File: config.mk
export PLATFORM = sky130hd
export DESIGN_NAME = ccu_array
export DESIGN_NICKNAME = d
export VERILOG_FILES = /design/src/rtl/ccu_pkg.sv /design/src/rtl/ccu_sync.sv /design/src/rtl/ccu_timebase.sv /design/src/rtl/ccu_channel.sv /design/src/rtl/ccu_array.sv
export SDC_FILE = /design/constraint.sdc
export NUM_CORES = 1
export LEC_CHECK = 0
export ABC_CLOCK_PERIOD_IN_PS = 4900
export BUFFER_PORTS_ARGS = -buffer_cell sky130_fd_sc_hd__buf_2
export CAP_MARGIN = 20
export CORE_ASPECT_RATIO = 1.5
export CORE_MARGIN = 2
export CORE_UTILIZATION = 30
export CTS_BUF_LIST = sky130_fd_sc_hd__clkbuf_4 sky130_fd_sc_hd__clkbuf_8
export CTS_CLUSTER_DIAMETER = 120
export DETAILED_ROUTE_END_ITERATION = 6
export GPL_TIMING_DRIVEN = 1
export MAX_ROUTING_LAYER = met4
export SYNTH_ARGS = -nofsm -noshare
export SYNTH_HDL_FRONTEND = slang
export SYNTH_SLANG_ARGS = --single-unit
export TNS_END_PERCENT = 5
File: constraint.sdc
create_clock -name clk_i -period 4.9 [get_ports clk_i]
set_clock_uncertainty 0.15 [all_clocks]
set_input_delay 0.245 -clock clk_i [delete_from_list [all_inputs] [get_ports clk_i]]
set_output_delay 0.245 -clock clk_i [all_outputs]
set_load 0.01 [all_outputs]
File: src/rtl/ccu_pkg.sv
`timescale 1ns/1ps
package ccu_pkg;

    typedef enum logic [2:0] {
        MD_OFF      = 3'd0,
        MD_CAP_RISE = 3'd1,
        MD_CAP_FALL = 3'd2,
        MD_CAP_BOTH = 3'd3,
        MD_TIMER    = 3'd4,
        MD_TOGGLE   = 3'd5,
        MD_PWM      = 3'd6,
        MD_WDOG     = 3'd7
    } ccu_mode_e;

    typedef enum logic [1:0] {
        SRC_DIV2 = 2'd0,
        SRC_DIV4 = 2'd1,
        SRC_OVF  = 2'd2,
        SRC_EXT  = 2'd3
    } ccu_src_e;

    typedef enum logic {
        WD_WATCH = 1'b0,
        WD_FIRE  = 1'b1
    } wd_state_e;

    localparam int A_CNT_LO    = 0;
    localparam int A_CNT_HI    = 1;
    localparam int A_CTRL      = 2;
    localparam int A_FLAG      = 3;
    localparam int A_IEN       = 4;
    localparam int A_MODE_BASE = 8;
    localparam int A_REG_BASE  = 16;

endpackage

File: src/rtl/ccu_sync.sv
`timescale 1ns/1ps
module ccu_sync #(
    parameter int W = 1
) (
    input  logic         clk_i,
    input  logic         rst_ni,
    input  logic [W-1:0] d_i,
    output logic [W-1:0] lvl_o,
    output logic [W-1:0] prev_o
);
    logic [W-1:0] meta_q;

    always_ff @(posedge clk_i) begin
        if (!rst_ni) begin
            meta_q <= '0;
            lvl_o  <= '0;
            prev_o <= '0;
        end else begin
            meta_q <= d_i;
            lvl_o  <= meta_q;
            prev_o <= lvl_o;
        end
    end
endmodule

File: src/rtl/ccu_timebase.sv
`timescale 1ns/1ps
module ccu_timebase
    import ccu_pkg::*;
(
    input  logic        clk_i,
    input  logic        rst_ni,
    input  ccu_src_e    src_i,
    input  logic        run_i,
    input  logic        tovf_i,
    input  logic        ext_lvl_i,
    input  logic        ext_prev_i,
    input  logic        wr_lo_i,
    input  logic        wr_hi_i,
    input  logic [7:0]  wdata_i,
    output logic [15:0] cnt_o,
    output logic        adv_o
);
    logic [1:0] pre_q;
    logic       strobe;
    logic       tick;
    logic       load;

    always_comb begin
        unique case (src_i)
            SRC_DIV2: strobe = pre_q[0];
            SRC_DIV4: strobe = &pre_q;
            SRC_OVF:  strobe = tovf_i;
            SRC_EXT:  strobe = ext_lvl_i & ~ext_prev_i;
        endcase
    end

    assign load = wr_lo_i | wr_hi_i;
    assign tick = run_i & strobe & ~load;

    always_ff @(posedge clk_i) begin
        if (!rst_ni) begin
            pre_q <= '0;
            cnt_o <= '0;
            adv_o <= 1'b0;
        end else begin
            pre_q <= run_i ? pre_q + 2'd1 : 2'd0;
            adv_o <= tick;
            if (wr_lo_i) cnt_o[7:0]  <= wdata_i;
            if (wr_hi_i) cnt_o[15:8] <= wdata_i;
            if (tick)    cnt_o       <= cnt_o + 16'd1;
        end
    end
endmodule

File: src/rtl/ccu_channel.sv
`timescale 1ns/1ps
module ccu_channel
    import ccu_pkg::*;
#(
    parameter bit WD_OK   = 1'b0,
    parameter int WDT_LEN = 4
) (
    input  logic        clk_i,
    input  logic        rst_ni,
    input  logic [15:0] cnt_i,
    input  logic        adv_i,
    input  logic        pin_lvl_i,
    input  logic        pin_prev_i,
    input  logic        wr_mode_i,
    input  logic        wr_lo_i,
    input  logic        wr_hi_i,
    input  logic [7:0]  wdata_i,
    output logic [2:0]  mode_o,
    output logic [15:0] val_o,
    output logic        pin_o,
    output logic        evt_o,
    output logic        wd_o
);
    localparam int RW = $clog2(WDT_LEN + 1);

    ccu_mode_e   mode_q;
    logic [7:0]  lo_q, hi_q;
    logic        pin_q, pin_nx;
    logic        hit, rise, fall;
    logic        cap_take, reload, wd_trip;
    logic [7:0]  lo_eff;
    wd_state_e   wd_q, wd_nx;
    logic [RW-1:0] run_q, run_nx;

    assign hit  = adv_i && (cnt_i == {hi_q, lo_q});
    assign rise = pin_lvl_i & ~pin_prev_i;
    assign fall = ~pin_lvl_i & pin_prev_i;

    // mode decode: events, pin next value, captures and reloads
    always_comb begin
        cap_take = 1'b0;
        reload   = 1'b0;
        wd_trip  = 1'b0;
        evt_o    = 1'b0;
        pin_nx   = pin_q;
        lo_eff   = lo_q;
        unique case (mode_q)
            MD_OFF:      ;
            MD_CAP_RISE: cap_take = rise;
            MD_CAP_FALL: cap_take = fall;
            MD_CAP_BOTH: cap_take = rise | fall;
            MD_TIMER:    evt_o = hit;
            MD_TOGGLE: begin
                evt_o  = hit;
                pin_nx = pin_q ^ hit;
            end
            MD_PWM: begin
                reload = adv_i && (cnt_i[7:0] == 8'h00);
                lo_eff = reload ? hi_q : lo_q;
                pin_nx = cnt_i[7:0] < lo_eff;
            end
            MD_WDOG: begin
                if (WD_OK) begin
                    evt_o   = hit;
                    wd_trip = hit;
                end
            end
        endcase
        if (cap_take) evt_o = 1'b1;
    end

    // watchdog next state
    always_comb begin
        wd_nx  = wd_q;
        run_nx = run_q;
        unique case (wd_q)
            WD_WATCH: begin
                run_nx = '0;
                if (wd_trip) wd_nx = WD_FIRE;
            end
            WD_FIRE: begin
                if (run_q == RW'(WDT_LEN - 1)) begin
                    wd_nx  = WD_WATCH;
                    run_nx = '0;
                end else begin
                    run_nx = run_q + 1'b1;
                end
            end
        endcase
    end

    always_ff @(posedge clk_i) begin
        if (!rst_ni) begin
            mode_q <= MD_OFF;
            lo_q   <= '0;
            hi_q   <= '0;
            pin_q  <= 1'b0;
            wd_q   <= WD_WATCH;
            run_q  <= '0;
        end else begin
            if (wr_mode_i) mode_q <= ccu_mode_e'(wdata_i[2:0]);
            if (wr_lo_i)       lo_q <= wdata_i;
            else if (cap_take) lo_q <= cnt_i[7:0];
            else if (reload)   lo_q <= hi_q;
            if (wr_hi_i)       hi_q <= wdata_i;
            else if (cap_take) hi_q <= cnt_i[15:8];
            pin_q <= pin_nx;
            wd_q  <= wd_nx;
            run_q <= run_nx;
        end
    end

    assign mode_o = mode_q;
    assign val_o  = {hi_q, lo_q};
    assign pin_o  = pin_q;
    assign wd_o   = (wd_q == WD_FIRE);
endmodule

File: src/rtl/ccu_array.sv
`timescale 1ns/1ps
module ccu_array
    import ccu_pkg::*;
#(
    parameter int NMOD    = 5,
    parameter int AW      = 5,
    parameter int WDT_LEN = 4
) (
    input  logic            clk_i,
    input  logic            rst_ni,
    input  logic            wr_en_i,
    input  logic [AW-1:0]   addr_i,
    input  logic [7:0]      wdata_i,
    output logic [7:0]      rdata_o,
    input  logic            tovf_i,
    input  logic            ext_clk_i,
    input  logic [NMOD-1:0] cex_i,
    output logic [NMOD-1:0] cex_o,
    output logic            irq_o,
    output logic            wdt_rst_o
);
    ccu_src_e               src_q;
    logic                   run_q;
    logic [NMOD-1:0]        ien_q, flag_q, clr_w, evt_w, wd_w;
    logic [15:0]            cnt_w;
    logic                   adv_w;
    logic [NMOD:0]          lvl_w, prev_w;
    logic [NMOD-1:0][2:0]   mode_w;
    logic [NMOD-1:0][15:0]  val_w;

    ccu_sync #(.W(NMOD + 1)) u_sync (
        .clk_i  (clk_i),
        .rst_ni (rst_ni),
        .d_i    ({ext_clk_i, cex_i}),
        .lvl_o  (lvl_w),
        .prev_o (prev_w)
    );

    ccu_timebase u_tb (
        .clk_i      (clk_i),
        .rst_ni     (rst_ni),
        .src_i      (src_q),
        .run_i      (run_q),
        .tovf_i     (tovf_i),
        .ext_lvl_i  (lvl_w[NMOD]),
        .ext_prev_i (prev_w[NMOD]),
        .wr_lo_i    (wr_en_i && addr_i == AW'(A_CNT_LO)),
        .wr_hi_i    (wr_en_i && addr_i == AW'(A_CNT_HI)),
        .wdata_i    (wdata_i),
        .cnt_o      (cnt_w),
        .adv_o      (adv_w)
    );

    for (genvar n = 0; n < NMOD; n++) begin : g_ch
        ccu_channel #(.WD_OK(n == NMOD - 1), .WDT_LEN(WDT_LEN)) u_ch (
            .clk_i      (clk_i),
            .rst_ni     (rst_ni),
            .cnt_i      (cnt_w),
            .adv_i      (adv_w),
            .pin_lvl_i  (lvl_w[n]),
            .pin_prev_i (prev_w[n]),
            .wr_mode_i  (wr_en_i && addr_i == AW'(A_MODE_BASE + n)),
            .wr_lo_i    (wr_en_i && addr_i == AW'(A_REG_BASE + 2*n)),
            .wr_hi_i    (wr_en_i && addr_i == AW'(A_REG_BASE + 2*n + 1)),
            .wdata_i    (wdata_i),
            .mode_o     (mode_w[n]),
            .val_o      (val_w[n]),
            .pin_o      (cex_o[n]),
            .evt_o      (evt_w[n]),
            .wd_o       (wd_w[n])
        );
    end

    assign clr_w = (wr_en_i && addr_i == AW'(A_FLAG)) ? wdata_i[NMOD-1:0] : '0;

    always_ff @(posedge clk_i) begin
        if (!rst_ni) begin
            src_q  <= SRC_DIV2;
            run_q  <= 1'b0;
            ien_q  <= '0;
            flag_q <= '0;
        end else begin
            if (wr_en_i && addr_i == AW'(A_CTRL)) begin
                src_q <= ccu_src_e'(wdata_i[1:0]);
                run_q <= wdata_i[2];
            end
            if (wr_en_i && addr_i == AW'(A_IEN)) ien_q <= wdata_i[NMOD-1:0];
            flag_q <= (flag_q & ~clr_w) | evt_w;
        end
    end

    always_comb begin
        rdata_o = '0;
        if (addr_i == AW'(A_CNT_LO)) rdata_o = cnt_w[7:0];
        if (addr_i == AW'(A_CNT_HI)) rdata_o = cnt_w[15:8];
        if (addr_i == AW'(A_CTRL))   rdata_o = {5'd0, run_q, src_q};
        if (addr_i == AW'(A_FLAG))   rdata_o = 8'(flag_q);
        if (addr_i == AW'(A_IEN))    rdata_o = 8'(ien_q);
        for (int n = 0; n < NMOD; n++) begin
            if (addr_i == AW'(A_MODE_BASE + n))       rdata_o = {5'd0, mode_w[n]};
            if (addr_i == AW'(A_REG_BASE + 2*n))      rdata_o = val_w[n][7:0];
            if (addr_i == AW'(A_REG_BASE + 2*n + 1))  rdata_o = val_w[n][15:8];
        end
    end

    assign irq_o     = |(flag_q & ien_q);
    assign wdt_rst_o = |wd_w;
endmodule

==> run metrics <==
yosys warns 0; setup repair bufs after CTS 0; sequential area share after synthesis ~29%; TNS Setup 0 ps; Syn Area/Cell between 7 and 8 um2; Leak slightly below 0.005 uW; share of cells above drive strength 1 roughly an eighth; Fmax just under 300 MHz; critical path's largest stage delay ~460 ps; Overflow after GRT 0; CP endpoint kind flip-flop; Final Non-Filler Cells between 1500 and 2000; ys async rst share 0%; crit-path cells buf_4, or4_4, nor4_4, buf_12, mux2i_1, ha_1, o2111ai_1, nor2_1, a2111oi_0, o31ai_1, a211oi_1; outcome completed; CTS resizes 0; die width roughly 170 um; Startpoint Class flip-flop; fin crit period between 3000 and 4000 ps; vias in the first global route roughly 11000; Worst EP arrival ~3700 ps; DIE HEIGHT between 200 and 250 um; CP required between 5000 and 6000 ps; Most Crowded Layer GR met2; Final #Nets roughly 1600; CTS buffer count 17; first-pass GRT wire length around 67000 um; initial antenna violation count 3; Clock Latency Late Sink roughly 520 ps; Top Ports 38; Initial Util between 30 and 40%; met2 global-route usage a little over a third; post-DR wirelength/cell 22.2 um; GP Congestion 1.01; Critical Path Fanout Max between 50 and 60; Post-synth top flop dfxtp_1; EDFF count, synth 0; Final Instance Area 0.0128 mm2; post-synthesis cell count between 1500 and 2000; largest net degree at the start of global routing 66; Mapped Area around 0.012 mm2; worst slew pin tran roughly 1100 ps; unrepaired setup endpoints after global routing no; Routed WL between 40000 and 50000 um; critical path type reg2reg; Area after DPL about 0.012 mm2; Hold Crit Class in2reg; Final ANT Viol Nets 0; Residual DRC 0; Clk pin slew, worst setup/hold paths around 110 ps; Iter 0 DRT Violations between 1000 and 1500; clock sinks 170; placed insts 1950; fin. max-slew vios 0; All-Layer GR Usage between 20 and 25%; Post-Syn Nets between 1500 and 2000; fin crit share around 70%; synth unique cells 72; Layout area overhead 7.67%; Final Hold Viols 0; drt first pass iters 7; Core Footprint just under 0.04 mm2; overall power between 2000 and 3000 uW; maximum vdd drop between 0.15 and 0.2 mV; number of synthesized register bits 170; die area between 0.04 and 0.05 mm2; Worst path slowest cell or4_4; CTS tree done; met1 Usage GRT 22.8%; maximum clock insertion buffer count 2; site row count between 80 and 90; Cell Pwr Density 212 mW/mm2; endpoints failing setup 0; Root Driver clkbuf_8; DP HPWL roughly 31000 um; CTS Hold Buffers Added 7; max-cap check violation count 0; DR vias between 10000 and 15000; H-tree levels 4; fillers around 4200; via density per instance between 5 and 6; relative slew slack between 20% and 30%; met3 usage 3.08%; port buffer count 37
power breakdown:
| group | internal [uW] | switching [uW] | total, uW |
|---|---|---|---|
| sequential | 1400 | 23.5 | 1420 |
| combinational | 79.7 | 175 | 255 |
| clock | 404 | 634 | 1040 |
critical path, delay by kind of cell (launching register included):
family | cells | cell delay (ps)
AOI/OAI and AO/OA | 4 | 980
adders and majority gates | 1 | 250
buffers and inverters | 2 | 580
DFF | 1 | 320
muxes | 1 | 240
and+or+nand+nor | 3 | 740
metrics by stage:
stage	setup WS [ps]	util [%]	hold slack [ps]
floorplan	1240	-	222
global placement	1600	31.4	255
detailed placement	1550	31.4	263
CTS	1500	32.6	0.594
global route	1240	32.6	7.37
finish	1470	32.6	56.0
cell usage after synthesis, types with 12 or more instances:
cell type,instances,share of area [%]
clkbuf_1,101,3.2
mux2i_1,76,6.4
inv_1,49,1.5
nand2_1,152,4.8
or3b_2,24,1.8
nor3_1,19,0.80
nor3b_1,12,0.76
ha_1,58,6.1
nor2_1,89,2.8
and2_1,23,1.2
buf_2,13,0.55
a22oi_1,16,1.0
o21ai_0,100,4.2
nor2b_1,26,1.4
dfxtp_1,170,29
o211ai_1,33,2.1
mux2_2,36,3.4
xnor2_1,14,1.0
xor2_1,69,5.1
a21oi_1,170,7.2
nor4_1,18,0.95
a31oi_1,24,1.3
nand3_1,45,1.9
worst paths after layout:
path,start,end,slack (ps),depth (start not counted)
setup reg to reg,u_tb.cnt_o[5],g_ch[1].u_ch.pin_o,1470,11
hold reg to reg,g_ch[3].u_ch.run_q[0],g_ch[3].u_ch.run_q[0],270,1
hold / removal,wdata_i[6],g_ch[0].u_ch.lo_q[6],60,3
setup / recovery,u_tb.cnt_o[5],g_ch[1].u_ch.pin_o,1470,11
routing by layer:
metal	vias up	share of wire (%)
li1	5357	-
met1	5480	38
met2	487	48
met3	212	5.7
met4	0	8.5
met5	-	0
layout make-up:
cell class	instances	area, um2	share of cell area [%]
Antenna cell	4	10.0	0.0782
Timing Repair Buffer	67	440	3.44
Sequential cell	170	3400	26.6
Inverter	49	184	1.44
Clock inverter	13	126	0.988
Multi-Input combinational cell	1171	7740	60.5
Clock buffer	19	262	2.04
Tap cell	500	626	4.89
flip-flops by register name (all words and copies together), names as in the netlist, 6 cells and up:
signal,flops
g_ch.u_ch.lo_q,40
u_tb.cnt_o,16
u_sync.lvl_o,6
u_sync.meta_q,6
g_ch.u_ch.hi_q,40
g_ch.u_ch.mode_o,15
g_ch.u_ch.run_q,15
u_sync.prev_o,6
cell families after synthesis:
kind of cell,after synthesis,share of synthesized area [%]
AND/OR/NAND/NOR,475,20.6
AO/OA/AOI/OAI,443,22.4
buffers and inverters,180,6.33
flip-flops,170,28.6
multiplexers,112,9.81
XOR/XNOR,83,6.12
adder cells (fa/ha/maj),58,6.11
cells in the final DEF, fill, tap and decap left out, types with 6 or more instances in the layout:
cell type | Yosys | final
nor4_1 | 18 | 18
a22oi_1 | 16 | 16
o21ai_1 | 10 | 10
buf_4 | 10 | 22
ha_1 | 58 | 58
dfxtp_1 | 170 | 170
o22ai_1 | 6 | 6
nand4_1 | 6 | 6
a211oi_1 | 10 | 10
nand3b_1 | 7 | 7
xnor2_1 | 14 | 14
and3_1 | 8 | 8
mux2i_1 | 76 | 76
dlygate4sd3_1 | 0 | 7
o221ai_1 | 6 | 6
nand2_1 | 152 | 152
and2_1 | 23 | 23
a31oi_1 | 24 | 24
buf_2 | 13 | 37
xor2_1 | 69 | 69
nand2b_1 | 9 | 9
or2_2 | 10 | 10
clkbuf_8 | 0 | 19
or3b_2 | 24 | 24
a211o_1 | 7 | 7
nand3_1 | 45 | 45
o21ai_0 | 100 | 100
inv_1 | 49 | 48
o21a_1 | 7 | 7
mux2_2 | 36 | 36
nor2b_1 | 26 | 26
a21oi_1 | 170 | 166
nor2_1 | 89 | 89
o211ai_1 | 33 | 33
a21o_1 | 7 | 7
inv_8 | 0 | 6
nor3_1 | 19 | 19
nor3b_1 | 12 | 12
(Power assumes the default switching activity.)
